### config.mk
export PLATFORM = sky130hd
export DESIGN_NAME = tblGuard
export DESIGN_NICKNAME = d
export VERILOG_FILES = /design/src/rtl/tblGuardPkg.sv /design/src/rtl/tblGuardCtrl.sv /design/src/rtl/tblGuardData.sv /design/src/rtl/tblGuard.sv
export SDC_FILE = /design/constraint.sdc
export NUM_CORES = 1
export LEC_CHECK = 0
export ABC_AREA = 1
export BUFFER_PORTS_ARGS = -buffer_cell sky130_fd_sc_hd__buf_2
export CAP_MARGIN = 5
export CORE_UTILIZATION = 34
export CTS_BUF_LIST = sky130_fd_sc_hd__clkbuf_8 sky130_fd_sc_hd__clkbuf_16
export DETAILED_ROUTE_END_ITERATION = 6
export GPL_ROUTABILITY_DRIVEN = 0
export PLACE_DENSITY = 0.67
export SLEW_MARGIN = 30
export SYNTH_ARGS = -nofsm -noshare
export SYNTH_HDL_FRONTEND = slang
export SYNTH_HIERARCHICAL = 1
export SYNTH_SLANG_ARGS = --single-unit
### constraint.sdc
create_clock -name clk -period 2.2 [get_ports clk]
set_input_delay 0.44 -clock clk [delete_from_list [all_inputs] [get_ports clk]]
set_output_delay 0.44 -clock clk [all_outputs]
set_load 0.01 [all_outputs]
### src/rtl/tblGuardPkg.sv
package tblGuardPkg;
  // Strobes from the decision logic to the datapath, one per access outcome.
  typedef struct packed {
    logic rdAct;      // a table read is being answered
    logic rdPass;     // read returns memory data
    logic rdCfgW;     // read returns the write-protect word
    logic rdCfgR;     // read returns the read-protect word
    logic memWr;      // write forwarded to flash
    logic violation;  // write refused
    logic cfgWrW;     // AND-update of the write-protect word
    logic cfgWrR;     // AND-update of the read-protect word
  } strobe_t;
endpackage

### src/rtl/tblGuardCtrl.sv
module tblGuardCtrl
  import tblGuardPkg::*;
#(
  parameter int ADDR_W    = 22,
  parameter int NUM_USER  = 4,
  parameter int BOOT_SIZE = 'h800,
  parameter int USER_LOG2 = 13,
  parameter logic [ADDR_W-1:0] CFG_BASE = 22'h300000
) (
  input  logic [ADDR_W-1:0]   tblAddr,
  input  logic [ADDR_W-1:0]   pc,
  input  logic                rdReq,
  input  logic                wrReq,
  input  logic [NUM_USER:0]   wrtBits,
  input  logic [NUM_USER:0]   rdBits,
  output strobe_t             stb
);
  localparam int NREG  = NUM_USER + 1;
  localparam int IDX_W = $clog2(NREG);
  localparam logic [ADDR_W-1:0] PROT_END = ADDR_W'(NUM_USER) << USER_LOG2;

  logic              addrCov, pcCov, addrCfg, sameReg, rdOk, wrOk;
  logic [IDX_W-1:0]  addrIdx, pcIdx;
  logic [ADDR_W-1:0] cfgOff;

  function automatic logic [IDX_W-1:0] regionIdx(input logic [ADDR_W-1:0] a);
    if (a < ADDR_W'(BOOT_SIZE)) return '0;
    return IDX_W'((a >> USER_LOG2) + ADDR_W'(1));
  endfunction

  always_comb begin
    addrCov = tblAddr < PROT_END;
    pcCov   = pc < PROT_END;
    addrIdx = regionIdx(tblAddr);
    pcIdx   = regionIdx(pc);
    addrCfg = tblAddr >= CFG_BASE;
    cfgOff  = tblAddr - CFG_BASE;
    sameReg = pcCov && (pcIdx == addrIdx);
    rdOk    = !addrCov || rdBits[addrIdx] || sameReg;
    wrOk    = !addrCov || wrtBits[addrIdx];

    stb           = '0;
    stb.rdAct     = rdReq && !wrReq;
    stb.rdPass    = stb.rdAct && !addrCfg && rdOk;
    stb.rdCfgW    = stb.rdAct && addrCfg && (cfgOff == '0);
    stb.rdCfgR    = stb.rdAct && addrCfg && (cfgOff == ADDR_W'(1));
    stb.violation = wrReq && !addrCfg && !wrOk;
    stb.memWr     = wrReq && !addrCfg && wrOk;
    stb.cfgWrW    = wrReq && addrCfg && (cfgOff == '0);
    stb.cfgWrR    = wrReq && addrCfg && (cfgOff == ADDR_W'(1));
  end
endmodule

### src/rtl/tblGuardData.sv
module tblGuardData
  import tblGuardPkg::*;
#(
  parameter int ADDR_W   = 22,
  parameter int DATA_W   = 8,
  parameter int NUM_USER = 4,
  parameter int IDX_W    = 3
) (
  input  logic              clk,
  input  logic              rst,
  input  strobe_t           stb,
  input  logic [ADDR_W-1:0] tblAddr,
  input  logic [DATA_W-1:0] wrData,
  input  logic [DATA_W-1:0] memRdData,
  input  logic              eraseChip,
  input  logic              eraseRegion,
  input  logic [IDX_W-1:0]  eraseIdx,
  output logic [NUM_USER:0] wrtBits,
  output logic [NUM_USER:0] rdBits,
  output logic [DATA_W-1:0] rdData,
  output logic              rdValid,
  output logic              memWrEn,
  output logic [ADDR_W-1:0] memWrAddr,
  output logic [DATA_W-1:0] memWrData,
  output logic              wrViolation,
  output logic              eraseDone
);
  localparam int NREG = NUM_USER + 1;

  logic [NREG-1:0]   wrtNext, rdNext, eraseMask;
  logic [DATA_W-1:0] rdNextData;

  // One erase-select bit per region.
  for (genvar g = 0; g < NREG; g++) begin : g_erase
    assign eraseMask[g] = eraseChip || (eraseRegion && (eraseIdx == IDX_W'(g)));
  end

  always_comb begin
    wrtNext = (stb.cfgWrW ? (wrtBits & wrData[NREG-1:0]) : wrtBits) | eraseMask;
    rdNext  = (stb.cfgWrR ? (rdBits  & wrData[NREG-1:0]) : rdBits)  | eraseMask;
    if (stb.rdPass)      rdNextData = memRdData;
    else if (stb.rdCfgW) rdNextData = DATA_W'(wrtBits);
    else if (stb.rdCfgR) rdNextData = DATA_W'(rdBits);
    else                 rdNextData = '0;
  end

  always_ff @(posedge clk) begin
    if (rst) begin
      wrtBits     <= '1;
      rdBits      <= '1;
      rdData      <= '0;
      rdValid     <= 1'b0;
      memWrEn     <= 1'b0;
      memWrAddr   <= '0;
      memWrData   <= '0;
      wrViolation <= 1'b0;
      eraseDone   <= 1'b0;
    end else begin
      wrtBits     <= wrtNext;
      rdBits      <= rdNext;
      rdData      <= stb.rdAct ? rdNextData : '0;
      rdValid     <= stb.rdAct;
      memWrEn     <= stb.memWr;
      memWrAddr   <= stb.memWr ? tblAddr : memWrAddr;
      memWrData   <= stb.memWr ? wrData : memWrData;
      wrViolation <= stb.violation;
      eraseDone   <= eraseChip;
    end
  end
endmodule

### src/rtl/tblGuard.sv
module tblGuard
  import tblGuardPkg::*;
#(
  parameter int ADDR_W    = 22,
  parameter int DATA_W    = 8,
  parameter int NUM_USER  = 4,
  parameter int BOOT_SIZE = 'h800,
  parameter int USER_LOG2 = 13,
  parameter logic [ADDR_W-1:0] CFG_BASE = 22'h300000,
  parameter int IDX_W     = $clog2(NUM_USER + 1)
) (
  input  logic              clk,
  input  logic              rst,
  input  logic [ADDR_W-1:0] tblAddr,
  input  logic [ADDR_W-1:0] pc,
  input  logic              rdReq,
  input  logic              wrReq,
  input  logic [DATA_W-1:0] wrData,
  input  logic [DATA_W-1:0] memRdData,
  input  logic              eraseChip,
  input  logic              eraseRegion,
  input  logic [IDX_W-1:0]  eraseIdx,
  output logic [DATA_W-1:0] rdData,
  output logic              rdValid,
  output logic              memWrEn,
  output logic [ADDR_W-1:0] memWrAddr,
  output logic [DATA_W-1:0] memWrData,
  output logic              wrViolation,
  output logic              eraseDone
);
  strobe_t             stb;
  logic [NUM_USER:0]   wrtBits, rdBits;

  tblGuardCtrl #(
    .ADDR_W(ADDR_W), .NUM_USER(NUM_USER), .BOOT_SIZE(BOOT_SIZE),
    .USER_LOG2(USER_LOG2), .CFG_BASE(CFG_BASE)
  ) u_ctrl (
    .tblAddr(tblAddr), .pc(pc), .rdReq(rdReq), .wrReq(wrReq),
    .wrtBits(wrtBits), .rdBits(rdBits), .stb(stb)
  );

  tblGuardData #(
    .ADDR_W(ADDR_W), .DATA_W(DATA_W), .NUM_USER(NUM_USER), .IDX_W(IDX_W)
  ) u_data (
    .clk(clk), .rst(rst), .stb(stb), .tblAddr(tblAddr), .wrData(wrData),
    .memRdData(memRdData), .eraseChip(eraseChip), .eraseRegion(eraseRegion),
    .eraseIdx(eraseIdx), .wrtBits(wrtBits), .rdBits(rdBits),
    .rdData(rdData), .rdValid(rdValid), .memWrEn(memWrEn),
    .memWrAddr(memWrAddr), .memWrData(memWrData),
    .wrViolation(wrViolation), .eraseDone(eraseDone)
  );
endmodule

-- Yosys cells after proc, flatten, opt, wreduce, memory -nomap -nowiden
Cells that the tools add are included.
Widths: inputs -> output; s select.
- register bits after elaboration: 52
- logic and storage cells: 77
- bits of input ports: 69
- output and inout bits: 42
- reductions and logical operators: 33
- mux-type cells: 15
- eq/ne operators: 6
- add/sub/neg operators: 3
- bitwise logic cells: 5
- order comparisons: 6
- operators by type and width (operator ; count):
    $lt 22x12->1 const B ; 2
    $lt 22x16->1 const B ; 2
    $eq 22x1->1 const B ; 1
    $ge 22x22->1 const B ; 1
    $logic_not 22->1 ; 1
    $sub 22x22->22 const B ; 1
    $logic_and 1x1->1 ; 18
    $mux 8 ; 2
    $mux 5 ; 3
    $mux 3 ; 4
    $and 5x5->5 ; 2
    $or 5x5->5 ; 2
    $logic_or 1x1->1 ; 8
    $add 3x1->3 const B ; 2
    $bmux 1 s3 ; 2
    $eq 3x2->1 const B ; 2
    $logic_not 1->1 ; 4
    $lt 3x4->1 const B ; 1
    $mux 1 ; 4
    $eq 3x1->1 const B ; 1
    $eq 3x3->1 ; 1
    $eq 3x3->1 const B ; 1
    $logic_not 3->1 ; 1
    $reduce_or 2->1 ; 1
    $not 1->1 ; 1

-- Depth between registers and ports, before layout
Gate-level depths: netlist of the first run.
- depth in word-level cells: 9
- mapped depth: 16
- mapped depth without buffers: 16

-- Hierarchy
The synthesis of the first run kept the hierarchy.
- modules (own cells, without submodules) (module ; area an instance (um^2) ; cells an instance ; times used ; sequential area each (um^2)):
    tblGuardData ; 2097.0 ; 255 ; 1 ; 1041.0
    tblGuardCtrl ; 546.8 ; 105 ; 1 ; 0.0

-- Worst setup path after synthesis of the first run
Ideal clock, no wire load.
- kind: input-to-reg
- start point: input port tblAddr[11]
- end point: register u_data.memWrAddr[14]
- library setup time: 0.119 ns
- data arrival time: 1.822 ns
- slack: 0.259 ns
- required time: 2.081 ns
- cell stages on the path: 13
- buffers on the path: 2
- cell sequence: or2_4 > nor2_4 > nand2_4 > nand2_4 > nand2_1 > o21ai_2 > nand2_2 > a21oi_1 > buf_6 > inv_8 > buf_12 > nand2_2 > a21oi_2
- RTL lines (element ; RTL line ; source):
    from (decl) ; tblGuard.sv:14 ; input logic [ADDR_W-1:0] tblAddr,
    to (signal assigned) ; tblGuardData.sv:64 ; memWrAddr <= stb.memWr ? tblAddr : memWrAddr;
    to (decl) ; tblGuardData.sv:23 ; output logic [ADDR_W-1:0] memWrAddr,

==> qor.yml, run 1 <==
max-slew-margin-rel_pct: 70.5
ys_warn_count: 6
diodes: 0
cp_num_buf_inv: 2
reg2reg_slack_ns: 0.64
worstSetupEndpoint: "u_data/memWrAddr[2]"
initial_core_util_pct: 35.9
grt_max_degree: 28
area_growth_syn_to_layout_pct: 24.5
grt_pass1_vias: 2356
grt_remaining_overflow: 0
rows: 31
antenna_left: 0
syn-num-nets: 432
vias: 2531
final_common_cell: "nand2_1"
ctsHoldBuffers: 0
r2r-start: "u_data/wrtBits[2]"
ys_seq_elements: 52
rr_endpoint: "u_data/memWrAddr[2]"
place_ws_ns: -0.00520
firstDrtPassIters: 4
endpoint_kind: "flop"
p_leak_nw: 1.61
synth_top_cell_area_share_pct: 39.4
maxCapViolCount: 0
cp_cell_sequence: "buf_2, or2_4, nor2_4, nand2_4, nand2_4, nand2_1, o21ai_2, nand2_2, a21oi_4, buf_4, nand2_1, a21oi_2"
port_buffers: 99
fmax_mhz: 529
final_layout_size_suffix_gt1_share_pct: 34.6
drc: 0
path_class: "in -> reg"
grt_setup_unrepaired: "no"
p_total_mw: 1.86
antenna_found_initial: 0
crit_family: "simple AND/OR/NAND/NOR gates"
skew_ns: 0.00500
setup_ws_ns: 0.309
die_h_um: 90.2
cts_tree: "built"
period_share_pct: 85.9
synthTopCellsByArea: "dfxtp_1 39%, nand2_1 15%, nor2_1 8.5%, a21oi_1 5.1%, a21oi_2 4.6%"
cts_root_buf: "clkbuf_8"
syn_area_sq_um: 2640
grt_first_pass_wirelength_mm: 10.6
async_flop_share_pct: 0
core_area_sq_um: 7370
clock_latency_ns: 0.30
ff2ff_path_depth: 9
drtIter0Drc: 93
ios: 111
cts_resized: 0
crit_fanout: 14
layout_min_cycle_time_ns: 1.89
slew_violations: 0
fin_util_pct: 44.7
syn_area_per_cell_sq_um: 7.34
cts_setup_buffers: 0
htreeDepth: 2
grt_usage_pct: 15.8
worst_pin_slew_ns: 0.438
hold_violations: 0
vias_per_cell: 4.50
nets: 535
critPathMaxStageDelay_ns: 0.26
max-vdd-ir-drop_mv: 0.230
die-area_sq_um: 8130
start_kind: "input pin"
netlist-cell-type-count: 33
cp-startpoint: "tblAddr[11]"
synth_seq_area_share_pct: 39.4
cts_max_path_buffers: 2
status: "finished, final reports clean"
setup_viol_count_final: 0
cp.required_ns: 2.44
syn_inst: 360
tns_ns: 0
power_density_nw_per_um2: 566
routed_wl_mm: 6.24
critPathArrivalTime_ns: 2.13
crit_cells: 12
cts.sinks: 52
die_w_um: 90.2
numCtsBuffers: 5
clk_pin_slew_ns: 0.09
synthFlopType: "dfxtp_1"
hpwlAfterDp_mm: 4.77
synth_edf_count: 0
wl_per_cell_um: 11.1
slowest_stage: "or2_4"
hold_slack_ns: 0.340
final_cell_mix: "108 x nand2_1, 99 x buf_2, 60 x nor2_1"
yosysTopAreaCell: "dfxtp_1"
min_path_type: "in -> reg"
==> how the worst min path moves through the flow <==
stage | from | end | slack [ns] | cells past startpoint
6_report | memRdData[5] | u_data/rdData[5] | 0.34 | 3
2_1_floorplan | u_data/rdBits[2] | u_data/rdBits[2] | 0.45 | 2
4_1_cts | memRdData[5] | u_data/rdData[5] | 0.34 | 3
5_1_grt | memRdData[6] | u_data/rdData[6] | 0.33 | 3
3_3_place_gp | u_data/memWrData[7] | u_data/memWrData[7] | 0.45 | 2
3_5_place_dp | u_data/memWrAddr[6] | u_data/memWrAddr[6] | 0.45 | 2
==> cells in the mapped netlist, types with 2 or more instances <==
library cell	instances
buf_12	2
a21oi_1	27
nor4_1	2
nor2_4	2
nand2_1	108
buf_6	3
buf_4	2
o21ai_2	2
buf_2	2
ha_1	3
a21oi_2	14
nand3_1	7
nand2_2	11
buf_8	3
nand2_4	4
inv_1	30
dfxtp_1	52
xor2_1	2
o21ai_0	5
nor2_1	60
a211oi_2	5
nor3_1	3
==> final cells by class <==
| cell class | instances | area, sq um |
|---|---|---|
| Fill cell | 778 | 4080 |
| Multi-Input combinational cell | 263 | 1340 |
| Sequential cell | 52 | 1040 |
| Timing Repair Buffer | 108 | 576 |
| Inverter | 33 | 134 |
| Tap cell | 99 | 124 |
| Clock buffer | 5 | 68.8 |
| Clock inverter | 2 | 12.5 |
==> power by group <==
part	internal, mW	switching [mW]
clock network	0.216	0.305
logic	0.143	0.202
registers	0.978	0.0174
==> per-stage QoR <==
step           cells  cell area (sq um)
6_report         562               3290
5_1_grt          562               3290
4_1_cts          562               3290
3_5_place_dp     555               3210
3_3_place_gp     555               3210
2_1_floorplan    360               2640
==> sequential cells by signal, indices dropped and copies added (netlist names) <==
register            count
u_data/eraseDone        1
u_data/memWrAddr       22
u_data/memWrData        8
u_data/memWrEn          1
u_data/rdBits           5
u_data/rdData           8
u_data/rdValid          1
u_data/wrViolation      1
u_data/wrtBits          5
==> per-layer routing <==
metal / vias up / global-route usage [%] / wire length, um
met4: 0 / 4.30 / 99
met5: - / 0 / 0
li1: 1324 / - / -
met3: 10 / 3.98 / 335
met2: 70 / 26.4 / 2850
met1: 1127 / 20.1 / 2950
==> worst reg2reg max path, stage by stage, from the launching register on <==
cell     delay [ns]
dfxtp_1        0.40
nor2_1         0.07
nor2_1         0.12
o21ai_2        0.07
o21ai_2        0.06
nand2_2        0.09
a21oi_4        0.21
buf_4          0.24
nand2_1        0.10
a21oi_2        0.14
==> cells by family (layout without fill, tap and decap cells) <==
logic type               count (synthesis)  count (layout)  synth area share (%)
adder cells (fa/ha/maj)                  3               3                  1.42
AO/OA/AOI/OAI                           56              56                  14.8
flip-flops                              52              52                  39.4
XOR/XNOR                                 2               2                 0.663
AND/OR/NAND/NOR                        202             202                  33.2
buffers and inverters                   45             148                  10.5
(Power assumes the default switching activity.)
==> run 2: changes to the inputs <==
==> constraint.sdc (replaced) <==
create_clock -name clk -period 2.2 [get_ports clk]
set_input_delay 0.11 -clock clk [delete_from_list [all_inputs] [get_ports clk]]
set_output_delay 0.11 -clock clk [all_outputs]
set_load 0.01 [all_outputs]
==> run 2 against run 1 <==
  * Total power rose by 0.81%
  * First-iteration DRC count decreased by 8.6%
  * Cell area shrank 0.38%
  * Core utilization shrank 0.17 points
  * Die area unchanged
  * Critical path depth stayed put
  * Clock power rose by 4.4%
  * Count of clock-buffer cells in the layout is the same
  * Clock skew grew 0.0035 ns
  * Sequential power is essentially flat
  * Sequential share of layout area is 0.12 points higher
  * Critical path type unchanged
  * Critical endpoint is now u_data/memWrAddr[8]
  * Highest routed layer unchanged
==> qor.yml, run 2 (synthesis gave the netlist of run 1 again) <==
final_cell_mix: "108 x nand2_1, 99 x buf_2, 60 x nor2_1"
clk_pin_slew_ns: 0.10
grt_max_degree: 27
die_w_um: 90.2
wl_met3_um: 311
grt_first_pass_wirelength_mm: 10.5
grt_setup_unrepaired: "no"
die_h_um: 90.2
grt_usage_pct: 15.8
cts_resized: 0
slew_violations: 0
cts_max_path_buffers: 2
status: "finished, final reports clean"
min_path_type: "in -> reg"
core_area_sq_um: 7370
met2_length_mm: 2.94
critPathArrivalTime_ns: 1.85
period_share_pct: 73.1
cts_setup_buffers: 0
ctsHoldBuffers: 0
setup_viol_count_final: 0
drtIter0Drc: 85
vias: 2489
wl_met1_mm: 2.86
ios: 111
cts_tree: "built"
path_class: "in -> reg"
rows: 31
die-area_sq_um: 8130
vias_per_cell: 4.43
maxCapViolCount: 0
final_common_cell: "nand2_1"
final_layout_size_suffix_gt1_share_pct: 34.3
final_design_area_no_fill_sq_um: 3280
routed_wl_mm: 6.16
skew_ns: 0.00848
numCtsBuffers: 5
endpoint_kind: "flop"
wl_per_cell_um: 11.0
port_buffers: 99
hold_violations: 0
max-slew-margin-rel_pct: 62.0
p_int_mw: 1.34
p_total_mw: 1.88
initial_core_util_pct: 35.9
p_leak_nw: 1.61
seqPwrFrac_pct: 53.0
fmax_mhz: 622
largest-register: "u_data/memWrAddr"
tns_ns: 0
crit_fanout: 14
max-vdd-ir-drop_mv: 0.246
cp.required_ns: 2.45
top_layer: "met4"
cts_root_buf: "clkbuf_8"
cts.sinks: 52
place_area_sq_um: 3190
drc: 0
p_clk_share_pct: 29.0
p_sw_mw: 0.539
start_kind: "input pin"
hpwlAfterDp_mm: 4.77
htreeDepth: 2
clock_latency_ns: 0.31
antenna_left: 0
netSwitchingFraction_pct: 28.7
top_regs: "u_data/memWrAddr x22, u_data/memWrData x8, u_data/rdData x8"
antenna_found_initial: 0
diodes: 0
power_density_nw_per_um2: 572
largest_register_ffs: 22
grt_pass1_vias: 2363
nets: 534
area_growth_syn_to_layout_pct: 24.0
layout_min_cycle_time_ns: 1.61
firstDrtPassIters: 4
worst_pin_slew_ns: 0.570
grt_remaining_overflow: 0
combPwrFrac_pct: 18.0
run 2: area by class of cell:
class / instances / area, sq um
clock buffer: 5 / 68.8
clock inverter: 3 / 20.0
fill: 785 / 4090
inverter: 33 / 134
multi-input combinational: 263 / 1340
sequential: 52 / 1040
tap: 99 / 124
timing repair buffer: 107 / 556
run 2: layer usage:
| layer | vias to the layer above | GRT usage (%) |
|---|---|---|
| li1 | 1327 | - |
| met1 | 1101 | 19.4 |
| met2 | 57 | 27.0 |
| met3 | 4 | 4.15 |
| met4 | 0 | 4.44 |
| met5 | - | 0 |
run 2: worst max-delay path, stage by stage:
cell     delay (ns)
buf_2          0.15
inv_4          0.08
ha_1           0.34
nand2_4        0.10
nor2_1         0.12
o21ai_2        0.07
o21ai_2        0.06
nand2_2        0.09
a21oi_4        0.25
buf_4          0.25
nand2_1        0.08
a21oi_1        0.14
run 2: final timing paths:
check,startpoint,to,slack [ns],depth (start not counted)
max,tblAddr[13],u_data/memWrAddr[8],0.59,12
min,memRdData[5],u_data/rdData[5],0.01,3
max reg2reg,u_data/wrtBits[2],u_data/memWrAddr[8],0.63,9
min reg2reg,u_data/memWrAddr[10],u_data/memWrAddr[10],0.46,2
run 2: metrics by stage:
stage | util, % | hold slack [ns] | instances | setup WS (ns)
6_report | 44.5 | 0.0113 | 562 | 0.592
5_1_grt | 44.5 | 0.00432 | 562 | 0.396
4_1_cts | 44.5 | 0.00439 | 562 | 0.595
3_5_place_dp | 43.3 | 0.333 | 554 | 0.262
3_3_place_gp | 43.3 | 0.325 | 554 | 0.291
2_1_floorplan | - | 0.210 | 360 | 0.589
run 2: power by group through the flow:
stage / clock network, mW / logic (mW) / registers, mW
6_report: 0.544 / 0.338 / 0.995
3_5_place_dp: 0 / 0.340 / 1.02
4_1_cts: 0.570 / 0.341 / 0.995
5_1_grt: 0.610 / 0.379 / 1.00
2_1_floorplan: 0 / 0.208 / 1.04
3_3_place_gp: 0 / 0.333 / 1.02
